### config.mk
export PLATFORM = sky130hd
export DESIGN_NAME = dest_addr_filter
export DESIGN_NICKNAME = d
export VERILOG_FILES = /design/src/rtl/daf_pkg.sv /design/src/rtl/daf_regs.sv /design/src/rtl/daf_collect.sv /design/src/rtl/daf_decide.sv /design/src/rtl/dest_addr_filter.sv
export SDC_FILE = /design/constraint.sdc
export NUM_CORES = 1
export LEC_CHECK = 0
export ABC_AREA = 1
export BUFFER_PORTS_ARGS = -buffer_cell sky130_fd_sc_hd__buf_4
export CORE_MARGIN = 4
export CORE_UTILIZATION = 40
export CTS_BUF_LIST = sky130_fd_sc_hd__clkbuf_8 sky130_fd_sc_hd__clkbuf_16
export CTS_CLUSTER_DIAMETER = 120
export CTS_CLUSTER_SIZE = 30
export DETAILED_ROUTE_END_ITERATION = 8
export GPL_ROUTABILITY_DRIVEN = 0
export PLACE_DENSITY_LB_ADDON = 0.2
export SYNTH_ARGS = -nofsm -noshare
export SYNTH_HDL_FRONTEND = slang
export SYNTH_SLANG_ARGS = --single-unit
export TNS_END_PERCENT = 10
### constraint.sdc
create_clock -name clk -period 2.9 [get_ports clk]
set_input_delay 0.435 -clock clk [delete_from_list [all_inputs] [get_ports clk]]
set_output_delay 0.435 -clock clk [all_outputs]
set_load 0.01 [all_outputs]
### src/rtl/daf_pkg.sv
package daf_pkg;
  localparam int DAF_ADDR_W = 48;
  localparam int DAF_HASH_W = 6;
  localparam int DAF_DW     = 16;
  localparam int DAF_SEL_W  = 4;
  localparam int CRC_W      = 32;
  localparam logic [CRC_W-1:0] CRC_POLY = 32'h04C1_1DB7;
  localparam logic [CRC_W-1:0] CRC_INIT = '1;

  // host word selector bases
  localparam logic [DAF_SEL_W-1:0] SEL_STA  = 4'd0;
  localparam logic [DAF_SEL_W-1:0] SEL_BC   = 4'd4;
  localparam logic [DAF_SEL_W-1:0] SEL_MASK = 4'd8;
  localparam logic [DAF_SEL_W-1:0] SEL_CTRL = 4'd12;

  function automatic logic [CRC_W-1:0] crc_step(input logic [CRC_W-1:0] c, input logic b);
    logic fb;
    fb = c[CRC_W-1] ^ b;
    return {c[CRC_W-2:0], 1'b0} ^ (fb ? CRC_POLY : '0);
  endfunction
endpackage

### src/rtl/daf_regs.sv
module daf_regs
  import daf_pkg::*;
#(
  parameter int ADDR_W = DAF_ADDR_W,
  parameter int MASK_W = 64,
  parameter int DW     = DAF_DW,
  parameter int SEL_W  = DAF_SEL_W
) (
  input  logic              clk,
  input  logic              rst_n,
  input  logic              cfg_we,
  input  logic [SEL_W-1:0]  cfg_sel,
  input  logic [DW-1:0]     cfg_wdata,
  output logic [ADDR_W-1:0] sta_addr,
  output logic [ADDR_W-1:0] bc_addr,
  output logic [MASK_W-1:0] hash_mask,
  output logic              promisc
);
  localparam int AWORDS = (ADDR_W + DW - 1) / DW;
  localparam int MWORDS = (MASK_W + DW - 1) / DW;
  localparam int AW_PAD = AWORDS * DW;
  localparam int MW_PAD = MWORDS * DW;

  logic [AW_PAD-1:0] sta_q, sta_nx, bc_q, bc_nx;
  logic [MW_PAD-1:0] msk_q, msk_nx;
  logic              prm_q, prm_nx;
  logic              unused_wdata;

  assign unused_wdata = ^cfg_wdata[DW-1:1];

  always_comb begin
    sta_nx = sta_q;
    bc_nx  = bc_q;
    msk_nx = msk_q;
    prm_nx = prm_q;
    for (int w = 0; w < AWORDS; w++) begin
      if (cfg_sel == SEL_STA + SEL_W'(w)) sta_nx[w*DW +: DW] = cfg_wdata;
      if (cfg_sel == SEL_BC + SEL_W'(w))  bc_nx[w*DW +: DW]  = cfg_wdata;
    end
    for (int w = 0; w < MWORDS; w++) begin
      if (cfg_sel == SEL_MASK + SEL_W'(w)) msk_nx[w*DW +: DW] = cfg_wdata;
    end
    if (cfg_sel == SEL_CTRL) prm_nx = cfg_wdata[0];
  end

  always_ff @(posedge clk or negedge rst_n) begin
    if (!rst_n) begin
      sta_q <= '0;
      bc_q  <= '1;
      msk_q <= '0;
      prm_q <= 1'b0;
    end else if (cfg_we) begin
      sta_q <= sta_nx;
      bc_q  <= bc_nx;
      msk_q <= msk_nx;
      prm_q <= prm_nx;
    end
  end

  assign sta_addr  = sta_q[ADDR_W-1:0];
  assign bc_addr   = bc_q[ADDR_W-1:0];
  assign hash_mask = msk_q[MASK_W-1:0];
  assign promisc   = prm_q;

  // a control write lands in the promiscuous switch
  a_r9_ctrl_write: assert property (@(posedge clk) disable iff (!rst_n)
    (cfg_we && cfg_sel == SEL_CTRL) |=> (promisc == $past(cfg_wdata[0])));
  // writes to other words leave the switch alone
  a_r9_ctrl_hold: assert property (@(posedge clk) disable iff (!rst_n)
    !(cfg_we && cfg_sel == SEL_CTRL) |=> $stable(promisc));
endmodule

### src/rtl/daf_collect.sv
module daf_collect
  import daf_pkg::*;
#(
  parameter int ADDR_W = DAF_ADDR_W,
  parameter int HASH_W = DAF_HASH_W
) (
  input  logic              clk,
  input  logic              rst_n,
  input  logic              frm_start,
  input  logic              bit_vld,
  input  logic              bit_in,
  output logic              last_bit,
  output logic [ADDR_W-1:0] addr_full,
  output logic [HASH_W-1:0] hash_idx
);
  localparam int CNT_W = $clog2(ADDR_W + 1);
  localparam logic [CNT_W-1:0] LAST_CNT = CNT_W'(ADDR_W - 1);

  logic              active_q, active_nx;
  logic [CNT_W-1:0]  cnt_q, cnt_nx;
  logic [ADDR_W-1:0] sh_q, sh_nx, sh_step;
  logic [CRC_W-1:0]  crc_q, crc_nx, crc_next_bit;
  logic              take, upd;

  assign take         = active_q & bit_vld & ~frm_start;
  assign upd          = frm_start | take;
  assign sh_step      = {bit_in, sh_q[ADDR_W-1:1]};
  assign crc_next_bit = crc_step(crc_q, bit_in);
  assign last_bit     = take && (cnt_q == LAST_CNT);
  assign addr_full    = sh_step;
  assign hash_idx     = crc_next_bit[CRC_W-1 -: HASH_W];

  always_comb begin
    active_nx = active_q;
    cnt_nx    = cnt_q;
    sh_nx     = sh_q;
    crc_nx    = crc_q;
    if (frm_start) begin
      active_nx = 1'b1;
      cnt_nx    = '0;
      sh_nx     = '0;
      crc_nx    = CRC_INIT;
    end else if (take) begin
      sh_nx     = sh_step;
      crc_nx    = crc_next_bit;
      cnt_nx    = cnt_q + 1'b1;
      active_nx = (cnt_q != LAST_CNT);
    end
  end

  always_ff @(posedge clk or negedge rst_n) begin
    if (!rst_n) begin
      active_q <= 1'b0;
      cnt_q    <= '0;
      sh_q     <= '0;
      crc_q    <= CRC_INIT;
    end else if (upd) begin
      active_q <= active_nx;
      cnt_q    <= cnt_nx;
      sh_q     <= sh_nx;
      crc_q    <= crc_nx;
    end
  end

  // the bit counter stays inside the address while collecting
  a_r2_cnt_range: assert property (@(posedge clk) disable iff (!rst_n)
    active_q |-> (cnt_q < CNT_W'(ADDR_W)));
  // a strobe reopens collection from bit zero
  a_r7_restart: assert property (@(posedge clk) disable iff (!rst_n)
    frm_start |=> (active_q && cnt_q == '0));
  // with no frame open the collector state does not move
  a_r8_idle_hold: assert property (@(posedge clk) disable iff (!rst_n)
    (!active_q && !frm_start) |=> ($stable(cnt_q) && !active_q));
endmodule

### src/rtl/daf_decide.sv
module daf_decide
  import daf_pkg::*;
#(
  parameter int ADDR_W = DAF_ADDR_W,
  parameter int HASH_W = DAF_HASH_W,
  parameter int MASK_W = 1 << HASH_W
) (
  input  logic [ADDR_W-1:0] addr,
  input  logic [HASH_W-1:0] hash_idx,
  input  logic [ADDR_W-1:0] sta_addr,
  input  logic [ADDR_W-1:0] bc_addr,
  input  logic [MASK_W-1:0] hash_mask,
  input  logic              promisc,
  output logic              accept
);
  logic is_group, sta_hit, bc_hit, hash_hit;

  always_comb begin
    is_group = addr[0];
    sta_hit  = (addr == sta_addr);
    bc_hit   = (addr == bc_addr);
    hash_hit = hash_mask[hash_idx];
    if (promisc)       accept = 1'b1;
    else if (is_group) accept = bc_hit | hash_hit;
    else               accept = sta_hit;
  end
endmodule

### src/rtl/dest_addr_filter.sv
module dest_addr_filter
  import daf_pkg::*;
#(
  parameter int ADDR_W = DAF_ADDR_W,
  parameter int HASH_W = DAF_HASH_W,
  parameter int DW     = DAF_DW,
  parameter int SEL_W  = DAF_SEL_W
) (
  input  logic             clk,
  input  logic             rst_n,
  input  logic             frm_start,
  input  logic             bit_vld,
  input  logic             bit_in,
  input  logic             cfg_we,
  input  logic [SEL_W-1:0] cfg_sel,
  input  logic [DW-1:0]    cfg_wdata,
  output logic             dec_vld,
  output logic             dec_accept
);
  localparam int MASK_W = 1 << HASH_W;

  logic [ADDR_W-1:0] sta_addr, bc_addr, addr_full;
  logic [MASK_W-1:0] hash_mask;
  logic [HASH_W-1:0] hash_idx;
  logic              promisc, last_bit, accept;
  logic              vld_q, vld_nx, acc_q, acc_nx;

  daf_regs #(.ADDR_W(ADDR_W), .MASK_W(MASK_W), .DW(DW), .SEL_W(SEL_W)) u_regs (
    .clk(clk), .rst_n(rst_n), .cfg_we(cfg_we), .cfg_sel(cfg_sel),
    .cfg_wdata(cfg_wdata), .sta_addr(sta_addr), .bc_addr(bc_addr),
    .hash_mask(hash_mask), .promisc(promisc)
  );

  daf_collect #(.ADDR_W(ADDR_W), .HASH_W(HASH_W)) u_collect (
    .clk(clk), .rst_n(rst_n), .frm_start(frm_start), .bit_vld(bit_vld),
    .bit_in(bit_in), .last_bit(last_bit), .addr_full(addr_full),
    .hash_idx(hash_idx)
  );

  daf_decide #(.ADDR_W(ADDR_W), .HASH_W(HASH_W), .MASK_W(MASK_W)) u_decide (
    .addr(addr_full), .hash_idx(hash_idx), .sta_addr(sta_addr),
    .bc_addr(bc_addr), .hash_mask(hash_mask), .promisc(promisc),
    .accept(accept)
  );

  always_comb begin
    vld_nx = last_bit;
    acc_nx = last_bit & accept;
  end

  always_ff @(posedge clk or negedge rst_n) begin
    if (!rst_n) begin
      vld_q <= 1'b0;
      acc_q <= 1'b0;
    end else begin
      vld_q <= vld_nx;
      acc_q <= acc_nx;
    end
  end

  assign dec_vld    = vld_q;
  assign dec_accept = acc_q;

  // a verdict lasts a single cycle
  a_r2_one_cycle: assert property (@(posedge clk) disable iff (!rst_n)
    dec_vld |=> !dec_vld);
  // a verdict follows a bit taken outside a strobe cycle
  a_r2_after_bit: assert property (@(posedge clk) disable iff (!rst_n)
    dec_vld |-> $past(bit_vld && !frm_start));
  // accept only qualifies a valid verdict
  a_r10_acc_qual: assert property (@(posedge clk) disable iff (!rst_n)
    !dec_vld |-> !dec_accept);
  // promiscuous mode accepts every completed address
  a_r6_promisc: assert property (@(posedge clk) disable iff (!rst_n)
    (dec_vld && $past(promisc)) |-> dec_accept);
endmodule

======== Yosys cells after proc, flatten, opt, wreduce, memory -nomap -nowiden ========
Index checks and enable logic that the tools add are counted.
word-level totals
  RAM bits ................................ 0
  bits in latches ......................... 0
  bits in read-only memories .............. 0
  input port bits ......................... 26
  bits in registers ....................... 250
  logic and storage cells ................. 69
  memories kept ........................... 0
  output and inout bits ................... 2
cells by class
  shifts and indexed selects .............. 0
  bitwise gates (word level) .............. 8
  div/mod/pow operators ................... 0
  reductions and logical operators ........ 15
  magnitude comparators ................... 1
  equality and inequality tests ........... 14
  multiplexer cells ....................... 13
  add/sub/neg operators ................... 1
  multiply operators ...................... 0
operators by type and width
  cell                                                        count
  == test 48 bit                                              2
  two-way mux 48 bit                                          2
  two-way mux 32 bit                                          2
  bitwise XOR 32 bit                                          1
  two-way mux 27 bit                                          1
  AND reduction 2 bit                                         12
  == test 4 bit, second input constant                        5
  == test 4 x 3 -> 1 bit, second input constant               3
  two-way mux 6 bit                                           2
  less-than comparator 6 x 7 -> 1 bit, second input constant  1
  adder 6 x 1 -> 6 bit, second input constant                 1
  binary-select mux 1 bit (select 6 bit)                      1
  == test 6 bit, second input constant                        1
  inequality test 6 bit, second input constant                1
  two-way mux 1 bit                                           5
  == test 4 x 1 -> 1 bit, second input constant               1
  == test 4 x 2 -> 1 bit, second input constant               1
  logical NOT 4 bit                                           1
  AND 1 bit                                                   3
  OR 1 bit                                                    2
  nonzero test 2 bit                                          1
  logical AND 1 bit                                           1
  NOT 1 bit                                                   1
  bitwise XOR 1 bit                                           1

======== Depth between registers and ports, before layout ========
Gate-level depths: netlist of run 1.
  depth after elaboration ................. 9
  gate-level depth with buffers ........... 15
  gate-level depth less buffers ........... 15

======== By module ========
A second synthesis of run 1 with hierarchy kept.
unflattened totals
  cells, all modules ...................... 1562
  area total of the unflattened synthesis .. 12406.9 um^2
by module, submodules not included
  module            cells an instance  instances  area an instance (um^2)  seq. area each (um^2)
  daf_regs          736                1          6532.5                   4088.9
  daf_collect       398                1          3743.6                   2192.1
  daf_decide        424                1          2073.2                   0.0
  dest_addr_filter  4                  1          57.6                     50.0

======== Least setup slack after synthesis of run 1 ========
OpenSTA, ideal clock, no wires.
  path type ............................... register -> register
  start point ............................. register u_collect.crc_q[31]
  end point ............................... register acc_q (netlist: dec_accept)
  required time ........................... 2.783 ns
  data arrival time ....................... 1.627 ns
  period minus slack after synthesis ...... 1.745 ns
  slack ................................... 1.155 ns
  setup time .............................. 0.117 ns
  path buffers ............................ 1
  cell stages (with the launch flop) ...... 15
  cell sequence ........................... dfstp_2 inv_1 nand2_4 nand3_2 nand2_4 buf_6 nand2_1 nand3_1 nand3_1 nand3_1 nand3_1 nand3_1 nand3_1 nand2_1 a21oi_2
on the way
  cells in the longest elaborated chain, start to end .. 9
RTL lines
  item                                     line                    RTL
  start, declared                          daf_collect.sv:22       logic [CRC_W-1:0] crc_q, crc_nx, crc_next_bit;
  start signal, assigned                   daf_collect.sv:61       crc_q <= crc_nx;
  bitwise XOR 1 bit                        daf_pkg.sv:18           fb = c[CRC_W-1] ^ b;
  two-way mux 27 bit                       daf_pkg.sv:19           return {c[CRC_W-2:0], 1'b0} ^ (fb ? CRC_POLY : '0);
  bitwise XOR 32 bit                       daf_pkg.sv:19
  binary-select mux 1 bit (select 6 bit)   daf_decide.sv:22        hash_hit = hash_mask[hash_idx];
  two-way mux 1 bit (not written as such)  daf_decide.sv:22
  OR 1 bit                                 daf_decide.sv:24        else if (is_group) accept = bc_hit | hash_hit;
  two-way mux 1 bit                        daf_decide.sv:24
  two-way mux 1 bit                        daf_decide.sv:23        if (promisc) accept = 1'b1;
  AND 1 bit                                dest_addr_filter.sv:48  acc_nx = last_bit & accept;
  net acc_nx                               dest_addr_filter.sv:26  logic vld_q, vld_nx, acc_q, acc_nx;
  end signal, assigned                     dest_addr_filter.sv:57  acc_q <= acc_nx;
  end, declared                            dest_addr_filter.sv:26
The timed path passes the listed nets, and every way through them passes these cells. The select of a mux whose other input is x is not followed.
A chain may end at the register's enable or synchronous reset.

======== Final worst setup path of run 1 ========
  start point ............................. register u_collect.crc_q[26]
  end point ............................... register acc_q (netlist: dec_accept)
on the way
  cells in the longest elaborated chain, start to end .. 7
RTL lines
  item                                     line
  bitwise XOR 32 bit                       daf_pkg.sv:19
  binary-select mux 1 bit (select 6 bit)   daf_decide.sv:22
  two-way mux 1 bit (not written as such)  daf_decide.sv:22
  OR 1 bit                                 daf_decide.sv:24
  two-way mux 1 bit                        daf_decide.sv:24
  two-way mux 1 bit                        daf_decide.sv:23
  AND 1 bit                                dest_addr_filter.sv:48
  net acc_nx                               dest_addr_filter.sv:26
The timed path passes the listed nets, and every way through them passes these cells. The select of a mux whose other input is x is not followed.

==> flow_metrics.env, run 1 <==
export IMPL_die_w_um=177.1
export IMPL_arrival_ps=2580
export IMPL_hold_viol_final=0
export IMPL_ys_warn_count=0
export IMPL_vias=8427
export IMPL_ys_ff_latch=249
export IMPL_clk_path_buf_depth=3
export IMPL_drc=0
export IMPL_layout_nets=1324
export IMPL_port_buffers=27
export IMPL_grt_pass1_wl_um=46700
export IMPL_r2r_cells=9
export IMPL_cts_max_level=1
export IMPL_p_int_uw=5414
export IMPL_yosys_top_cells_area="dfrtp_1 (37%), dfstp_2 (18%), nand2_1 (10%)"
export IMPL_min_to="u_regs.hash_mask[26]"
export IMPL_syn_nets=1326
export IMPL_cellPowerDensity_nw_per_um2=614.0
export IMPL_seq_area_um2=6331
export IMPL_multiInputGateArea_um2=4324
export IMPL_firstDrtPassIters=5
export IMPL_dp_cells=1660
export IMPL_ant_nets=0
export IMPL_total_leakage_power_uw=0.005931
export IMPL_stdcell_count=1681
export IMPL_post_route_period_util_pct=75.78
export IMPL_layout_drive_gt1_share_pct=12.82
export IMPL_final_max_slew_viol_count=0
export IMPL_postPlaceCellArea_um2=12010
export IMPL_yosys_area_top_type="dfrtp_1"
export IMPL_relSlewSlack_pct=28.17
export IMPL_top_layer="met4"
export IMPL_cts_buffers_inserted=12
export IMPL_cts_tree="built"
export IMPL_hold_depth=3
export IMPL_finalCriticalPeriod_ps=2198
export IMPL_rows=61
export IMPL_dieArea_um2=31360
export IMPL_setup_viol=0
export IMPL_clk_latency_ps=500
export IMPL_hold_ws_ps=155.2
export IMPL_n_fill_cell=2826
export IMPL_crit_fanout=18
export IMPL_postSynthCellCount=1299
export IMPL_dpl_hpwl_um=18120
export IMPL_startpoint_type="flip-flop"
export IMPL_r2r_end="dec_accept"
export IMPL_postCtsSetupBuffers=0
export IMPL_rrSetupSlack_ps=700
export IMPL_r2r_start="u_collect.crc_q[26]"
export IMPL_post_drt_wl_per_cell_um=16.91
export IMPL_wl_met2_um=13140
export IMPL_fmaxAchievable_ghz=0.4550
export IMPL_switchingPower_uw=2192
export IMPL_power_frac_seq_pct=57.5
export IMPL_hp_start="cfg_wdata[10]"
export IMPL_cap_viol_max_count=0
export IMPL_vdd_drop_max_mv=0.3114
export IMPL_final_area_um2=12390
export IMPL_syn_area_um2=11440
export IMPL_antenna_found_initial=1
export IMPL_tightest_slew_ps=1076
export IMPL_cts_resized=0
export IMPL_wl_um=28430
export IMPL_io_pins=28
export IMPL_clock_sinks=249
export IMPL_synthDistinctLibCells=34
export IMPL_synthToLayoutAreaGrowth_pct=8.314
export IMPL_grt_total_usage_pct=18.67
export IMPL_start_util_pct=40.83
export IMPL_required_ps=3280
export IMPL_first_global_vias=8283
export IMPL_grt_max_degree=104
export IMPL_antenna_cells=0
export IMPL_yosysTopAreaCellShare_pct=36.98
export IMPL_syn_area_per_cell_um2=8.805
export IMPL_combPwrFrac_pct=16.4
export IMPL_swShare_pct=28.82
export IMPL_wl_met3_um=850
export IMPL_yosysSeqAreaShare_pct=55.35
export IMPL_core_area_um2=28010
export IMPL_drt_iter0_drc=658
export IMPL_critPathKind="reg2reg"
export IMPL_clock_power_share_pct=26.2
export IMPL_end_kind="flip-flop"
export IMPL_outcome="finished clean"
export IMPL_grt_overflow=0
export IMPL_clock_skew_ps=22.25
export IMPL_hold_path_class="in2reg"
export IMPL_tns_ps=0
export IMPL_cts_root_buf="clkbuf_16"
export IMPL_rsz0062_at_grt="false"
export IMPL_vias_per_cell=5.013
export IMPL_cts_clk_slew_worst_paths_ps=110
export IMPL_fp_dieH_um=177.1
export IMPL_drt_met1_wl_um=13980
layout by cell type (no fill, tap or decap), types with 13 or more instances in the layout:
master and n:
buf_4 40, xor2_1 47, dfstp_2 80, inv_1 140, o22ai_1 13, nand2_1 317, nor2_1 36, dfrtp_1 169
o21ai_0 189, xnor2_1 37, nor3_1 13, nand3_1 111, clkbuf_16 13, a22oi_1 14
cell families (layout without fill, tap and decap cells):
group	count (synthesis)	count (layout)	synth area share [%]
XOR/XNOR	84	84	6.433
flip-flops	249	249	55.36
AND/OR/NAND/NOR	526	526	19.90
adder cells (fa/ha/maj)	1	1	0.1094
AO/OA/AOI/OAI	239	239	11.25
buffers and inverters	200	204	6.958
area by class of cell:
| type | count | share of cell area [%] |
|---|---|---|
| flip-flops and latches | 249 | 51.11 |
| multi-input cells | 850 | 34.91 |
| inverters | 140 | 4.242 |
| well taps | 378 | 3.818 |
| repair buffers | 44 | 2.949 |
| clock buffers | 13 | 2.626 |
| clock inverters | 7 | 0.3535 |
synth_stat cells:
| cell type | count |
|---|---|
| a22o_1 | 1 |
| buf_6 | 5 |
| nand2_4 | 3 |
| dfrtp_1 | 169 |
| buf_2 | 3 |
| nand3_2 | 2 |
| inv_1 | 135 |
| nand2_2 | 6 |
| buf_1 | 6 |
| nand3_1 | 111 |
| o21ai_0 | 189 |
| nand2_1 | 317 |
| clkbuf_1 | 45 |
| nor3_1 | 13 |
| a22oi_1 | 14 |
| o22ai_1 | 13 |
| nor2_2 | 1 |
| o221ai_1 | 1 |
| a21oi_2 | 1 |
| buf_4 | 1 |
| dfstp_2 | 80 |
| inv_2 | 2 |
| or2_2 | 12 |
| nor2_1 | 37 |
| nand3b_1 | 3 |
| ha_1 | 1 |
| nand4_1 | 10 |
| xnor2_1 | 37 |
| clkinv_1 | 3 |
| o211ai_1 | 1 |
| o31ai_1 | 10 |
| nor4_1 | 11 |
| xor2_1 | 47 |
| a21oi_1 | 9 |
state kept, by name (all words and copies together) (netlist names):
name                flops
u_regs.sta_addr        48
u_collect.crc_q        32
u_collect.active_q      1
dec_accept              1
u_regs.hash_mask       64
dec_vld                 1
u_regs.bc_addr         48
u_collect.sh_q         47
u_collect.cnt_q         6
u_regs.promisc          1
worst max-delay path, stage by stage, from the launching register on:
cell	delay [ps]
dfstp_2	750
clkinv_1	510
nand3_1	250
nand3_1	90
nand3_1	100
nand3_1	80
nand3_1	90
nand3_1	80
nand2_1	80
a21oi_2	50
timing repair:
item | 4_1_cts | 5_1_grt
hold buffers | 1 | 0
setup endpoints to repair | 0 | 0
hold endpoints to repair | 4 | 0
worst max path at each step:
stage	from	endpoint	slack (ps)	cells after the start
floorplan	u_collect.crc_q[31]	dec_accept	1160	14
global placement	bit_in	dec_accept	790	16
detailed placement	u_collect.crc_q[26]	dec_accept	730	9
CTS	u_collect.crc_q[26]	dec_accept	690	9
global route	u_collect.crc_q[26]	dec_accept	510	9
finish	u_collect.crc_q[26]	dec_accept	700	9
power groups by stage:
| stage | Sequential [uW] | Combinational [uW] | Clock, uW |
|---|---|---|---|
| 5_1_grt | 4440 | 1450 | 2180 |
| 3_5_place_dp | 4430 | 1260 | 0 |
| 4_1_cts | 4370 | 1270 | 2070 |
| 6_report | 4370 | 1240 | 1990 |
| 3_3_place_gp | 4430 | 1240 | 0 |
| 2_1_floorplan | 4360 | 895 | 0 |
routing by layer:
| metal | global-route usage, % | vias to the layer above |
|---|---|---|
| met5 | 0 | - |
| met4 | 3.224 | 0 |
| met3 | 2.051 | 26 |
| met2 | 29.53 | 123 |
| met1 | 28.28 | 4093 |
| li1 | - | 4185 |
stage by stage:
step / worst slack (ps) / total power (uW) / utilization [%]
CTS: 688.1 / 7705 / 44.23
finish: 702.4 / 7606 / 44.23
global route: 510.5 / 8069 / 44.23
global placement: 788.0 / 5664 / 42.87
detailed placement: 726.7 / 5693 / 42.87
floorplan: 1155 / 5252 / -
Note: power is estimated with default switching activity, not from simulation.
==> inputs of run 2 (changes only) <==
clock period = 2.2 ns   (was 2.9 ns; I/O delays follow)
==> run 2 against run 1 <==
Core utilization up 0.51 points. Routed wire length up 1.7%. Register-to-register slack worse by 490 ps. Flip-flop and latch count unchanged. Critical path depth up 4. Combinational power up 35%. Highest routed layer unchanged.
==> flow_metrics.env, run 2 (synthesized netlist as in run 1, its figures left out) <==
export IMPL_grt_use_met3_pct=2.072
export IMPL_layout_drive_gt1_share_pct=13.40
export IMPL_cellPowerDensity_nw_per_um2=803.1
export IMPL_antenna_cells=0
export IMPL_port_buffers=27
export IMPL_setup_slack_ps=211.9
export IMPL_post_drt_wl_per_cell_um=17.09
export IMPL_start_util_pct=40.83
export IMPL_clock_sinks=249
export IMPL_relSlewSlack_pct=56.29
export IMPL_rrSetupSlack_ps=210
export IMPL_setup_viol=0
export IMPL_fmaxAchievable_ghz=0.5030
export IMPL_r2r_cells=13
export IMPL_grt_total_usage_pct=18.96
export IMPL_hold_viol_final=0
export IMPL_grt_max_degree=68
export IMPL_layout_nets=1334
export IMPL_clk_latency_ps=500
export IMPL_synthToLayoutAreaGrowth_pct=9.562
export IMPL_ant_nets=0
export IMPL_finalCriticalPeriod_ps=1988
export IMPL_tightest_slew_ps=655.0
export IMPL_grt_pass1_wl_um=47280
export IMPL_total_leakage_power_uw=0.006001
export IMPL_crit_fanout=34
export IMPL_power_frac_seq_pct=57.3
export IMPL_drc=0
export IMPL_switchingPower_uw=2899
export IMPL_n_fill_cell=2818
export IMPL_io_pins=28
export IMPL_multiInputGateArea_um2=4333
export IMPL_hold_depth=3
export IMPL_postCtsSetupBuffers=0
export IMPL_vias_per_cell=5.006
export IMPL_post_route_period_util_pct=90.37
export IMPL_drt_iter0_drc=666
export IMPL_min_to="u_regs.hash_mask[25]"
export IMPL_clk_path_buf_depth=3
export IMPL_dieArea_um2=31360
export IMPL_wl_um=28910
export IMPL_rows=61
export IMPL_vias=8465
export IMPL_dp_cells=1670
export IMPL_firstDrtPassIters=5
export IMPL_swShare_pct=28.81
export IMPL_p_total_uw=10060
export IMPL_hold_path_class="in2reg"
export IMPL_globalRouteMet2Util_pct=30.78
export IMPL_core_area_um2=28010
export IMPL_cts_max_level=1
export IMPL_clock_skew_ps=25.25
export IMPL_cap_viol_max_count=0
export IMPL_final_max_slew_viol_count=0
export IMPL_cts_tree="built"
export IMPL_first_global_vias=8544
export IMPL_die_w_um=177.1
export IMPL_clock_power_share_pct=26.1
export IMPL_arrival_ps=2390
export IMPL_final_common_cell="nand2_1"
export IMPL_antenna_found_initial=1
export IMPL_cts_root_buf="clkbuf_16"
export IMPL_cts_buffers_inserted=12
export IMPL_post_place_ws_ps=162.7
export IMPL_fp_dieH_um=177.1
export IMPL_cts_clk_slew_worst_paths_ps=120
export IMPL_end_kind="flip-flop"
export IMPL_vdd_drop_max_mv=0.6986
export IMPL_top_usage_layer="met2"
export IMPL_startpoint_type="flip-flop"
export IMPL_seq_area_um2=6331
export IMPL_p_int_uw=7164
export IMPL_hp_start="cfg_wdata[9]"
export IMPL_finish_utilization_pct=44.74
export IMPL_stdcell_count=1691
export IMPL_critPathKind="reg2reg"
export IMPL_required_ps=2600
export IMPL_r2r_end="dec_accept"
export IMPL_outcome="finished clean"
export IMPL_combPwrFrac_pct=16.6
export IMPL_mostFrequentLayoutCells="nand2_1 (317), o21ai_0 (189), dfrtp_1 (169), inv_1 (141), nand3_1 (111)"
export IMPL_r2r_start="u_collect.crc_q[31]"
export IMPL_grt_overflow=0
export IMPL_dpl_hpwl_um=18660
export IMPL_use_met1_pct=27.82
export IMPL_largest_reg_flops=64
[run 2: changes by cell type in the layout (fill, tap and decap cells not counted)]
cell | before | now
buf_12 | 2 | 6
buf_4 | 40 | 46
clkinv_16 | 0 | 1
clkinv_8 | 1 | 0
inv_1 | 140 | 141
inv_6 | 1 | 0
nand2_4 | 3 | 2
nand2_8 | 0 | 1
[run 2: cell type report]
cell class | count | area share [%]
Sequential cell | 249 | 50.52
Multi-Input combinational cell | 850 | 34.58
Inverter | 140 | 4.194
Timing Repair Buffer | 54 | 3.914
Tap cell | 378 | 3.774
Clock buffer | 13 | 2.596
Clock inverter | 7 | 0.4194
[run 2: power groups by stage]
stage                     combinational (uW)  sequential [uW]  clock, uW
final                                   1670             5770       2630
after global placement                  1660             5830          0
after detailed placement                1690             5840          0
after global routing                    1950             5850       2880
after CTS                               1700             5770       2710
after floorplan                         1180             5740          0
[run 2: worst max path at each step]
stage,from,depth (start not counted),endpoint
global route,u_collect.crc_q[31],14,dec_accept
floorplan,u_collect.crc_q[31],14,dec_accept
detailed placement,u_collect.crc_q[31],13,dec_accept
global placement,u_collect.crc_q[31],14,dec_accept
CTS,u_collect.crc_q[31],13,dec_accept
finish,u_collect.crc_q[31],13,dec_accept
[run 2: metrics by stage]
step	instance area (um^2)	hold slack (ps)	setup TNS [ps]
4_1_cts	12520	25.93	0
3_3_place_gp	12130	229.2	0
6_report	12530	38.98	0
3_5_place_dp	12130	229.8	0
5_1_grt	12530	48.64	-13.09
2_1_floorplan	11440	34.41	0
[run 2: layer usage]
metal / share of wire, % / vias up
met5: 0 / -
met1: 49 / 4083
met2: 46 / 156
met3: 3.9 / 28
met4: 1.5 / 0
li1: - / 4198
[run 2: timing repair]
action	in CTS	in global routing
hold buffers	1	0
resized for setup	0	1
endpoints found under the setup margin	0	1
hold endpoints to repair	30	0
[run 2: worst max-delay path: stages, from the launching register on]
cell	delay, ps
dfstp_2	560
inv_1	80
nand2_4	90
nand3_2	170
nand2_8	250
nand2_1	80
nand3_1	90
nand3_1	100
nand3_1	90
nand3_1	90
nand3_1	100
nand3_1	70
nand2_1	80
a21oi_2	50
